File: src/rtl/acq_pkg.sv
package acq_pkg;

    localparam int ADDR_W = 17;

    typedef enum logic [1:0] {
        ST_ARMED = 2'd0,
        ST_RUN   = 2'd1,
        ST_PAUSE = 2'd2,
        ST_HALT  = 2'd3
    } acq_state_e;

    typedef struct packed {
        logic limit_hit;
        logic stop_hit;
        logic finish;
        logic pause;
    } acq_evt_t;

    function automatic int size_log2(input logic [2:0] code);
        case (code)
            3'd0:    return 17;
            3'd1:    return 14;
            3'd2:    return 12;
            3'd3:    return 11;
            3'd4:    return 10;
            3'd5:    return 9;
            3'd6:    return 8;
            default: return 7;
        endcase
    endfunction

    function automatic logic [ADDR_W-1:0] size_mask(input logic [2:0] code);
        logic [ADDR_W:0] one_hot;
        one_hot = (ADDR_W+1)'(1) << size_log2(code);
        return ADDR_W'(one_hot - 1'b1);
    endfunction

endpackage

File: src/rtl/acq_evdelay.sv
module acq_evdelay #(
    parameter int DLY_W = 8
) (
    input  logic             clk,
    input  logic             rst,
    input  logic             en,
    input  logic             pulse_i,
    input  logic [DLY_W-1:0] dly_i,
    output logic             fire_o
);
    logic             busy_q;
    logic [DLY_W-1:0] cnt_q;

    // Accept edge, dly countdown edges, one edge to register fire: the
    // consumer acts on fire one edge later, dly+2 after acceptance.
    always_ff @(posedge clk) begin
        if (rst) begin
            busy_q <= 1'b0;
            cnt_q  <= '0;
            fire_o <= 1'b0;
        end else begin
            fire_o <= 1'b0;
            if (busy_q) begin
                if (cnt_q == '0) begin
                    fire_o <= 1'b1;
                    busy_q <= 1'b0;
                end else begin
                    cnt_q <= cnt_q - 1'b1;
                end
            end else if (en && pulse_i) begin
                busy_q <= 1'b1;
                cnt_q  <= dly_i;
            end
        end
    end
endmodule

File: src/rtl/acq_waddr.sv
module acq_waddr
    import acq_pkg::*;
(
    input  logic              clk,
    input  logic              rst,
    input  logic              clr,
    input  logic              adv,
    input  logic [ADDR_W-1:0] mask,
    output logic [ADDR_W-1:0] addr_o,
    output logic              last_o
);
    assign last_o = (addr_o == mask);

    always_ff @(posedge clk) begin
        if (rst || clr) begin
            addr_o <= '0;
        end else if (adv) begin
            addr_o <= last_o ? '0 : addr_o + 1'b1;
        end
    end
endmodule

File: src/rtl/acq_ctrl.sv
module acq_ctrl
    import acq_pkg::*;
#(
    parameter int DLY_W = 8
) (
    input  logic                clk,
    input  logic                rst,
    input  logic                start_i,
    input  logic                stop_i,
    input  logic                rearm_i,
    input  logic                freerun_i,
    input  logic                gate_i,
    input  logic                wrap_i,
    input  logic [2:0]          size_sel_i,
    input  logic [DLY_W-1:0]    start_dly_i,
    input  logic [DLY_W-1:0]    stop_dly_i,
    output logic                samp_en_o,
    output logic [ADDR_W-1:0]   wr_addr_o,
    output logic                done_o,
    output logic [ADDR_W-1:0]   wrap_ptr_o
);
    acq_state_e        state_q, state_d;
    acq_evt_t          evt;
    logic              start_fire, stop_fire;
    logic              start_en, stop_en;
    logic              addr_last, addr_clr, addr_adv;
    logic              ring_mode, gated;
    logic [ADDR_W-1:0] mask;

    assign mask      = size_mask(size_sel_i);
    assign ring_mode = wrap_i || freerun_i;
    assign gated     = gate_i && !freerun_i;
    assign start_en  = (state_q == ST_ARMED) || (state_q == ST_PAUSE);
    assign stop_en   = (state_q != ST_HALT);

    acq_evdelay #(.DLY_W(DLY_W)) u_start_dly (
        .clk(clk), .rst(rst), .en(start_en), .pulse_i(start_i),
        .dly_i(start_dly_i), .fire_o(start_fire)
    );

    acq_evdelay #(.DLY_W(DLY_W)) u_stop_dly (
        .clk(clk), .rst(rst), .en(stop_en), .pulse_i(stop_i),
        .dly_i(stop_dly_i), .fire_o(stop_fire)
    );

    always_comb begin
        evt.limit_hit = (state_q == ST_RUN) && addr_last && !ring_mode;
        evt.stop_hit  = (state_q == ST_RUN) && stop_fire;
        evt.finish    = evt.limit_hit || (evt.stop_hit && !gated);
        evt.pause     = evt.stop_hit && gated && !evt.limit_hit;
    end

    always_comb begin
        state_d = state_q;
        case (state_q)
            ST_ARMED: if (freerun_i || start_fire) state_d = ST_RUN;
            ST_RUN: begin
                if (evt.finish)     state_d = ST_HALT;
                else if (evt.pause) state_d = ST_PAUSE;
            end
            ST_PAUSE: if (start_fire) state_d = ST_RUN;
            ST_HALT:  if (rearm_i)    state_d = ST_ARMED;
            default:  state_d = ST_ARMED;
        endcase
    end

    assign addr_clr = (state_q == ST_HALT) && rearm_i;
    assign addr_adv = (state_q == ST_RUN) && !evt.finish;

    acq_waddr u_waddr (
        .clk(clk), .rst(rst), .clr(addr_clr), .adv(addr_adv),
        .mask(mask), .addr_o(wr_addr_o), .last_o(addr_last)
    );

    always_ff @(posedge clk) begin
        if (rst) begin
            state_q    <= ST_ARMED;
            done_o     <= 1'b0;
            wrap_ptr_o <= '0;
        end else begin
            state_q <= state_d;
            done_o  <= evt.finish;
            if (evt.finish) wrap_ptr_o <= wr_addr_o;
        end
    end

    assign samp_en_o = (state_q == ST_RUN);
endmodule

File: config.mk
export PLATFORM = sky130hd
export DESIGN_NAME = acq_ctrl
export DESIGN_NICKNAME = d
export VERILOG_FILES = /design/src/rtl/acq_pkg.sv /design/src/rtl/acq_evdelay.sv /design/src/rtl/acq_waddr.sv /design/src/rtl/acq_ctrl.sv
export SDC_FILE = /design/constraint.sdc
export NUM_CORES = 1
export LEC_CHECK = 0
export BUFFER_PORTS_ARGS = -buffer_cell sky130_fd_sc_hd__buf_2
export CELL_PAD_IN_SITES_DETAIL_PLACEMENT = 1
export CELL_PAD_IN_SITES_GLOBAL_PLACEMENT = 1
export CORE_ASPECT_RATIO = 0.7
export CORE_MARGIN = 4
export CORE_UTILIZATION = 35
export CTS_BUF_LIST = sky130_fd_sc_hd__clkbuf_4 sky130_fd_sc_hd__clkbuf_8
export DETAILED_ROUTE_END_ITERATION = 8
export PLACE_DENSITY_LB_ADDON = 0.2
export SKIP_LAST_GASP = 1
export SYNTH_ARGS = -nofsm -noshare
export SYNTH_HDL_FRONTEND = slang
export SYNTH_SLANG_ARGS = --single-unit
File: constraint.sdc
create_clock -name clk -period 2.4 [get_ports clk]
set_input_delay 0.36 -clock clk [delete_from_list [all_inputs] [get_ports clk]]
set_output_delay 0.36 -clock clk [all_outputs]
set_load 0.02 [all_outputs]
; Word level (Yosys, flattened, before mapping)
; Cells that the tools add are included.
[op_classes]
n_eq_ne = 17
muxes = 22
shift = 1
n_reduce_logical = 32
add_sub_neg = 4
bitwise_logic = 2
[ops]
columns = op, count
row1 = 8-bit 2-to-1 mux, 6
row2 = 5-bit one-hot mux with 7 select lines, 1
row3 = "17-bit by 1-bit adder with 17-bit output, second input constant", 1
row4 = 17-bit == test, 1
row5 = 17-bit 2-to-1 mux, 1
row6 = "1-bit by 5-bit left shift with 17-bit output, first input constant", 1
row7 = "17-bit by 1-bit subtractor with 17-bit output, second input constant", 1
row8 = 8-bit logical NOT, 2
row9 = "8-bit by 1-bit subtractor with 8-bit output, second input constant", 2
row10 = 1-bit logical AND, 11
row11 = 2-bit 2-to-1 mux, 5
row12 = "3-bit == test, second input constant", 3
row13 = 1-bit 2-to-1 mux, 8
row14 = "2-bit inequality test, second input constant", 4
row15 = 2-bit one-hot mux with 4 select lines, 1
row16 = "3-bit by 2-bit == test with 1-bit output, second input constant", 2
row17 = 1-bit logical NOT, 5
row18 = 1-bit logical OR, 5
row19 = "2-bit == test, second input constant", 2
row20 = "2-bit by 1-bit inequality test with 1-bit output, second input constant", 2
row21 = 2-bit AND reduction, 2
row22 = 4-bit AND reduction, 1
row23 = 2-bit nonzero test, 2
row24 = 2-bit OR reduction, 2
row25 = 6 further kinds, 7
[totals]
input_bits = 27
word_cells = 88
ff_bits = 57
out_inout_bits = 36

; Depth between registers and ports, before layout
[depth]
ltp_word = 12
mapped_depth = 9
depth_no_buf = 7

; Cells and area by module
; Synthesis repeated with hierarchy kept, for this count alone.
[hier_totals]
cells_unflattened = 386
hier_area_um2 = 3342.0
[by_module_without_submodules]
columns = module, cells_per_inst, n_inst, seq_area_each_um2, area_per_inst_um2
row1 = acq_evdelay, 70, 2, 200.2, 584.3
row2 = acq_ctrl, 128, 1, 400.4, 1123.6
row3 = acq_waddr, 118, 1, 340.3, 1049.8

; Least setup slack after synthesis
; Ideal clock, no wire load.
[synth_path]
kind = register -> register
start = register u_waddr.addr_o[8]
end = register u_waddr.addr_o[10]
t_arrival_ns = 1.978
path_stages_with_launch = 9
synth_period_minus_slack_ns = 2.048
setup_ns = 0.070
setup_slack_ns = 0.352
n_path_buf = 2
required_ns = 2.330
path_cell_list = dfxtp_1 buf_2 and3b_1 o211ai_1 nor4b_4 a21bo_2 buf_2 or3_1 a21oi_1
[synth_via]
elab_chain_len = 6
word_cells_on_any_way = 8
classes_between = 1 x add/sub / 1 x eq/ne / 1 x mux / 5 x reduce/logical
[synth_lines]
columns = element, line_no
row1 = "start, declared", acq_waddr.sv:9  ; output logic [ADDR_W-1:0] addr_o,
row2 = "start signal, assigned", acq_waddr.sv:18  ; addr_o <= last_o ? '0 : addr_o + 1'b1;
row3 = branches (longest 6 deep; another with 17-bit by 1-bit adder with 17-bit output), n/a
; Parallel ways; which one is timed is not known.
; A chain may end at the register's enable or synchronous reset.

; Worst setup path after layout
[layout_path]
start = register state_q[0]
end = register wrap_ptr_o[10]
[layout_via]
elab_chain_len = 4
word_cells_on_any_way = 6
classes_between = 1 x eq/ne / 5 x reduce/logical
[layout_lines]
columns = element, line_no
row1 = "start, declared", acq_ctrl.sv:22  ; acq_state_e state_q, state_d;
row2 = "start signal, assigned", acq_ctrl.sv:81  ; state_q <= state_d;
row3 = 2-bit by 1-bit == test with 1-bit output *, "acq_ctrl.sv:47, acq_ctrl.sv:48"
row4 = "1-bit logical AND, on equally long branches", "acq_ctrl.sv:47, acq_ctrl.sv:48"
row5 = "1-bit logical AND, on equally long branches", "acq_ctrl.sv:47, acq_ctrl.sv:49"
row6 = 1-bit logical OR *, acq_ctrl.sv:49  ; evt.finish = evt.limit_hit || (evt.stop_hit && !gated);
row7 = "end signal, assigned", acq_ctrl.sv:83  ; if (evt.finish) wrap_ptr_o <= wr_addr_o;
row8 = "end, declared", acq_ctrl.sv:20  ; output logic [ADDR_W-1:0] wrap_ptr_o
; Every way passes the cells marked *; elsewhere a longest branch is shown, timed or not.

==> results_tabular.tex <==
\begin{tabular}{lr}
\hline
Metric & Value \\
\hline
\multicolumn{2}{l}{\textbf{Run status}} \\
\quad Status & completed \\
\multicolumn{2}{l}{\textbf{GRT}} \\
\quad Sum of overflow across all layers after global routing & 0 \\
\quad Via count of the first global-routing pass & 2919 \\
\quad Global-route usage over all layers & 18.05\% \\
\quad Initial antenna violation count & 0 \\
\quad Largest net degree at the start of global routing & 28 \\
\quad Wire length of the first global-routing pass & 14880 um \\
\multicolumn{2}{l}{\textbf{Route}} \\
\quad DRC violations left & 0 \\
\quad Final wirelength & 9020 um \\
\quad Total via count after detailed routing & 2999 \\
\quad Via density per instance & 5.261 \\
\quad Initial DRC count & 139 \\
\quad Drt wl/cell & 15.82 um \\
\quad Antenna-violating nets left & 0 \\
\quad 1st-pass router iterations & 4 \\
\multicolumn{2}{l}{\textbf{Yosys}} \\
\quad Flip-flop and latch count after synthesis & 57 \\
\quad Yosys synthesis warning count & 0 \\
\quad Post-Syn Instances & 380 \\
\quad Number of distinct standard cells referenced by the synthesized netlist & 52 \\
\quad Syn Std Cell Area & 0.003073 mm2 \\
\quad Synth Flop Type & sky130\_fd\_sc\_hd\_\_dfxtp\_1 \\
\quad Sequential fraction of the synthesis area & 37.13\% \\
\quad Net count after synthesis & 413 \\
\quad Fraction of registers with async set/reset & 0\% \\
\quad EDFF count, synth & 0 \\
\quad Average cell area after synthesis & 8.087 um2 \\
\multicolumn{2}{l}{\textbf{Cells and area}} \\
\quad Share of cells above drive strength 1 & 21.56\% \\
\quad Area added between synthesis and finish & 20.89\% \\
\quad Most common cell after layout, fill and taps aside & sky130\_fd\_sc\_hd\_\_buf\_2 \\
\quad Util after Layout & 43.64\% \\
\quad \# diodes & 0 \\
\quad Total number of nets in the final design & 478 \\
\quad Leading cell types in the layout, fill and taps excluded & 62 x sky130\_fd\_sc\_hd\_\_buf\_2, 57 x sky130\_fd\_sc\_hd\_\_dfxtp\_1, 37 x sky130\_fd\_sc\_hd\_\_nand2b\_1, 34 x sky130\_fd\_sc\_hd\_\_a21oi\_1, 31 x sky130\_fd\_sc\_hd\_\_nor2\_1 \\
\multicolumn{2}{l}{\textbf{Critical path}} \\
\quad Crit path arrival time & 2390 ps \\
\quad CP endpoint kind & flip-flop \\
\quad Data required, critical path & 2620 ps \\
\quad Timing startpoint of the critical path & state\_q[0] \\
\quad Reg-to-Reg Start & state\_q[0] \\
\quad Count of buffering cells on the critical path with inverters included & 1 \\
\quad Setup crit start kind & flip-flop \\
\quad Cell-by-cell listing of the critical path & nand2b\_2 -> or3\_4 -> nor4b\_4 -> nand2\_1 -> and2\_1 -> buf\_4 -> mux2i\_1 \\
\quad Slowest library cell on the worst path & sky130\_fd\_sc\_hd\_\_dfxtp\_1 \\
\quad Maximum fanout along the worst path & 19 \\
\quad Longest individual stage delay on the worst path & 480 ps \\
\quad Classification of the worst setup path & flip-flop to flip-flop \\
\quad Worst path top cell family by delay & simple AND/OR/NAND/NOR gates \\
\quad Slack of the worst reg-to-reg path & 230 ps \\
\multicolumn{2}{l}{\textbf{STA}} \\
\quad Worst clock skew on the final layout & 8.068 ps \\
\quad Final critical delay including setup and external delays & 2165 ps \\
\quad Max-slew violation count & 0 \\
\quad Measured slew at the worst slew-check pin & 726.0 ps \\
\quad Unrepaired setup endpoints after global routing & false \\
\quad Max\_slew headroom & 51.22\% \\
\quad Setup violations, final & 0 \\
\quad Upper clock frequency limit & 461.8 MHz \\
\quad Setup Total Neg Slack & 0 ps \\
\quad Final cycle utilization of the critical path & 90.22\% \\
\quad Final worst setup slack & 234.7 ps \\
\quad Hold Vio Cnt, Final & 0 \\
\multicolumn{2}{l}{\textbf{Floorplan}} \\
\quad Placeable core region & 0.008513 mm2 \\
\quad Horizontal extent of the die & 120.0 um \\
\quad Standard-cell rows & 28 \\
\quad Die area & 0.01037 mm2 \\
\quad Die Y & 86.40 um \\
\quad Starting Density & 36.10\% \\
\quad Boundary pin count & 63 \\
\multicolumn{2}{l}{\textbf{Power}} \\
\quad Proportion of total power due to net switching & 31.77\% \\
\quad Clk network pwr share & 34.8\% \\
\quad Total power per unit cell area & 630.5 mW/mm2 \\
\quad Part of the total power dissipated in combinational logic & 20.1\% \\
\quad Leak Pwr & 1.570 nW \\
\quad Relative contribution of sequential cells to total power & 45.1\% \\
\quad Worst IR Drop VDD & 0.1921 mV \\
\quad Total net switching power & 0.7442 mW \\
\quad P\_int & 1.598 mW \\
\multicolumn{2}{l}{\textbf{Placed design}} \\
\quad Pre-CTS worst setup slack & 175.3 ps \\
\quad Final weighted congestion in routability-driven placement & 0.8459 \\
\quad Detailed placement HPWL & 6704 um \\
\quad Buffers on Ports & 62 \\
\multicolumn{2}{l}{\textbf{Clock tree}} \\
\quad Post-CTS setup buffers & 0 \\
\quad Post-CTS Hold Fix Bufs & 0 \\
\quad Clock-pin slew reported for the worst setup and hold paths after clock tree synthesis & 70 ps \\
\quad Worst-skew pair later-pin latency & 340 ps \\
\quad Clock buffer depth & 2 \\
\quad Level count of the clock H-tree & 3 \\
\quad CTS Buf Count & 9 \\
\quad TritonCTS clock tree & done \\
\quad Number of sinks driven by the clock tree & 57 \\
\quad Clock Tree Root & sky130\_fd\_sc\_hd\_\_clkbuf\_8 \\
\multicolumn{2}{l}{\textbf{Min path}} \\
\quad Type of the worst min-delay path & input port to flip-flop \\
\quad Hold path start & stop\_dly\_i[0] \\
\multicolumn{2}{l}{\textbf{Job}} \\
\quad Number of violations of the max-capacitance limit & 0 \\
\hline
\end{tabular}
flip-flops by register name, indices dropped and copies added, names as in the netlist:
name / flops
u_stop_dly.fire_o: 1
u_start_dly.cnt_q: 8
u_start_dly.busy_q: 1
u_start_dly.fire_o: 1
done_o: 1
wrap_ptr_o: 17
u_stop_dly.busy_q: 1
u_stop_dly.cnt_q: 8
state_q: 2
u_waddr.addr_o: 17
power groups by stage:
stage	Sequential, mW	Clock, mW	Combinational [mW]
floorplan	1.06	0	0.335
global placement	1.07	0	0.453
detailed placement	1.08	0	0.470
CTS	1.06	0.847	0.472
global route	1.07	0.898	0.530
finish	1.06	0.816	0.471
cells in the mapped netlist, types with 4 or more instances:
| master | count | area share (%) |
|---|---|---|
| sky130_fd_sc_hd__nor2b_1 | 4 | 0.81 |
| sky130_fd_sc_hd__nand4_1 | 7 | 1.4 |
| sky130_fd_sc_hd__nand2b_1 | 37 | 7.5 |
| sky130_fd_sc_hd__a211oi_1 | 6 | 1.5 |
| sky130_fd_sc_hd__mux2i_1 | 18 | 5.9 |
| sky130_fd_sc_hd__nand2_1 | 25 | 3.1 |
| sky130_fd_sc_hd__inv_1 | 10 | 1.2 |
| sky130_fd_sc_hd__a31oi_1 | 4 | 0.81 |
| sky130_fd_sc_hd__nand3_1 | 19 | 3.1 |
| sky130_fd_sc_hd__and3_1 | 4 | 0.81 |
| sky130_fd_sc_hd__a21oi_1 | 34 | 5.5 |
| sky130_fd_sc_hd__o21ai_0 | 16 | 2.6 |
| sky130_fd_sc_hd__o21ai_1 | 10 | 1.6 |
| sky130_fd_sc_hd__ha_1 | 6 | 2.4 |
| sky130_fd_sc_hd__nor2_1 | 31 | 3.8 |
| sky130_fd_sc_hd__or3_1 | 14 | 2.9 |
| sky130_fd_sc_hd__dfxtp_1 | 57 | 37 |
| sky130_fd_sc_hd__clkbuf_1 | 12 | 1.5 |
| sky130_fd_sc_hd__buf_2 | 7 | 1.1 |
| sky130_fd_sc_hd__nor3_1 | 7 | 1.1 |
final cells by class:
class                   instances  area, um2
fillers                      1069       4798
multi-input cells             291       1794
flip-flops and latches         57       1141
repair buffers                 76      415.4
well taps                     120      150.1
clock buffers                  11      145.1
inverters                      10      37.54
clock inverters                 5      31.28
stage by stage:
| step | hold WS (ps) | instances | power (mW) | area [um2] |
|---|---|---|---|---|
| floorplan | 464.1 | 380 | 1.398 | 3073 |
| global placement | 459.6 | 554 | 1.527 | 3532 |
| detailed placement | 469.9 | 554 | 1.547 | 3532 |
| CTS | 345.2 | 570 | 2.374 | 3709 |
| global route | 349.2 | 570 | 2.493 | 3715 |
| finish | 352.2 | 570 | 2.342 | 3715 |
logic make-up after synthesis:
group / after synthesis / synth area share [%]
AOI/OAI and AO/OA: 95 / 18.48
buffers and inverters: 32 / 4.682
DFF: 57 / 37.13
muxes: 18 / 5.863
adders and majority gates: 6 / 2.443
and+or+nand+nor: 169 / 30.54
xor gates and xnor gates: 3 / 0.8552
final timing paths:
kind | to | cells after the start
worst max-delay path | wrap_ptr_o[10] | 7
worst min register to register | wrap_ptr_o[11] | 2
worst max register to register | wrap_ptr_o[10] | 7
worst min-delay path | u_stop_dly.cnt_q[0] | 3
tightest hold or removal path, delay by kind of cell:
kind	cells	cell delay, ps
buf+inv	1	90
compound gates	2	200
repair_timing:
item / in CTS / in global routing
resized for setup: 0 / 1
endpoints found under the hold margin: 0 / 0
setup endpoints to repair: 0 / 3
per-layer routing:
metal | routed length (um) | up-vias | GRT usage (%)
li1 | - | 1489 | -
met4 | 81 | 0 | 4.054
met3 | 314 | 9 | 5.479
met1 | 4826 | 1456 | 26.00
met5 | 0 | - | 0
met2 | 3798 | 45 | 26.55
(Power assumes the default switching activity.)
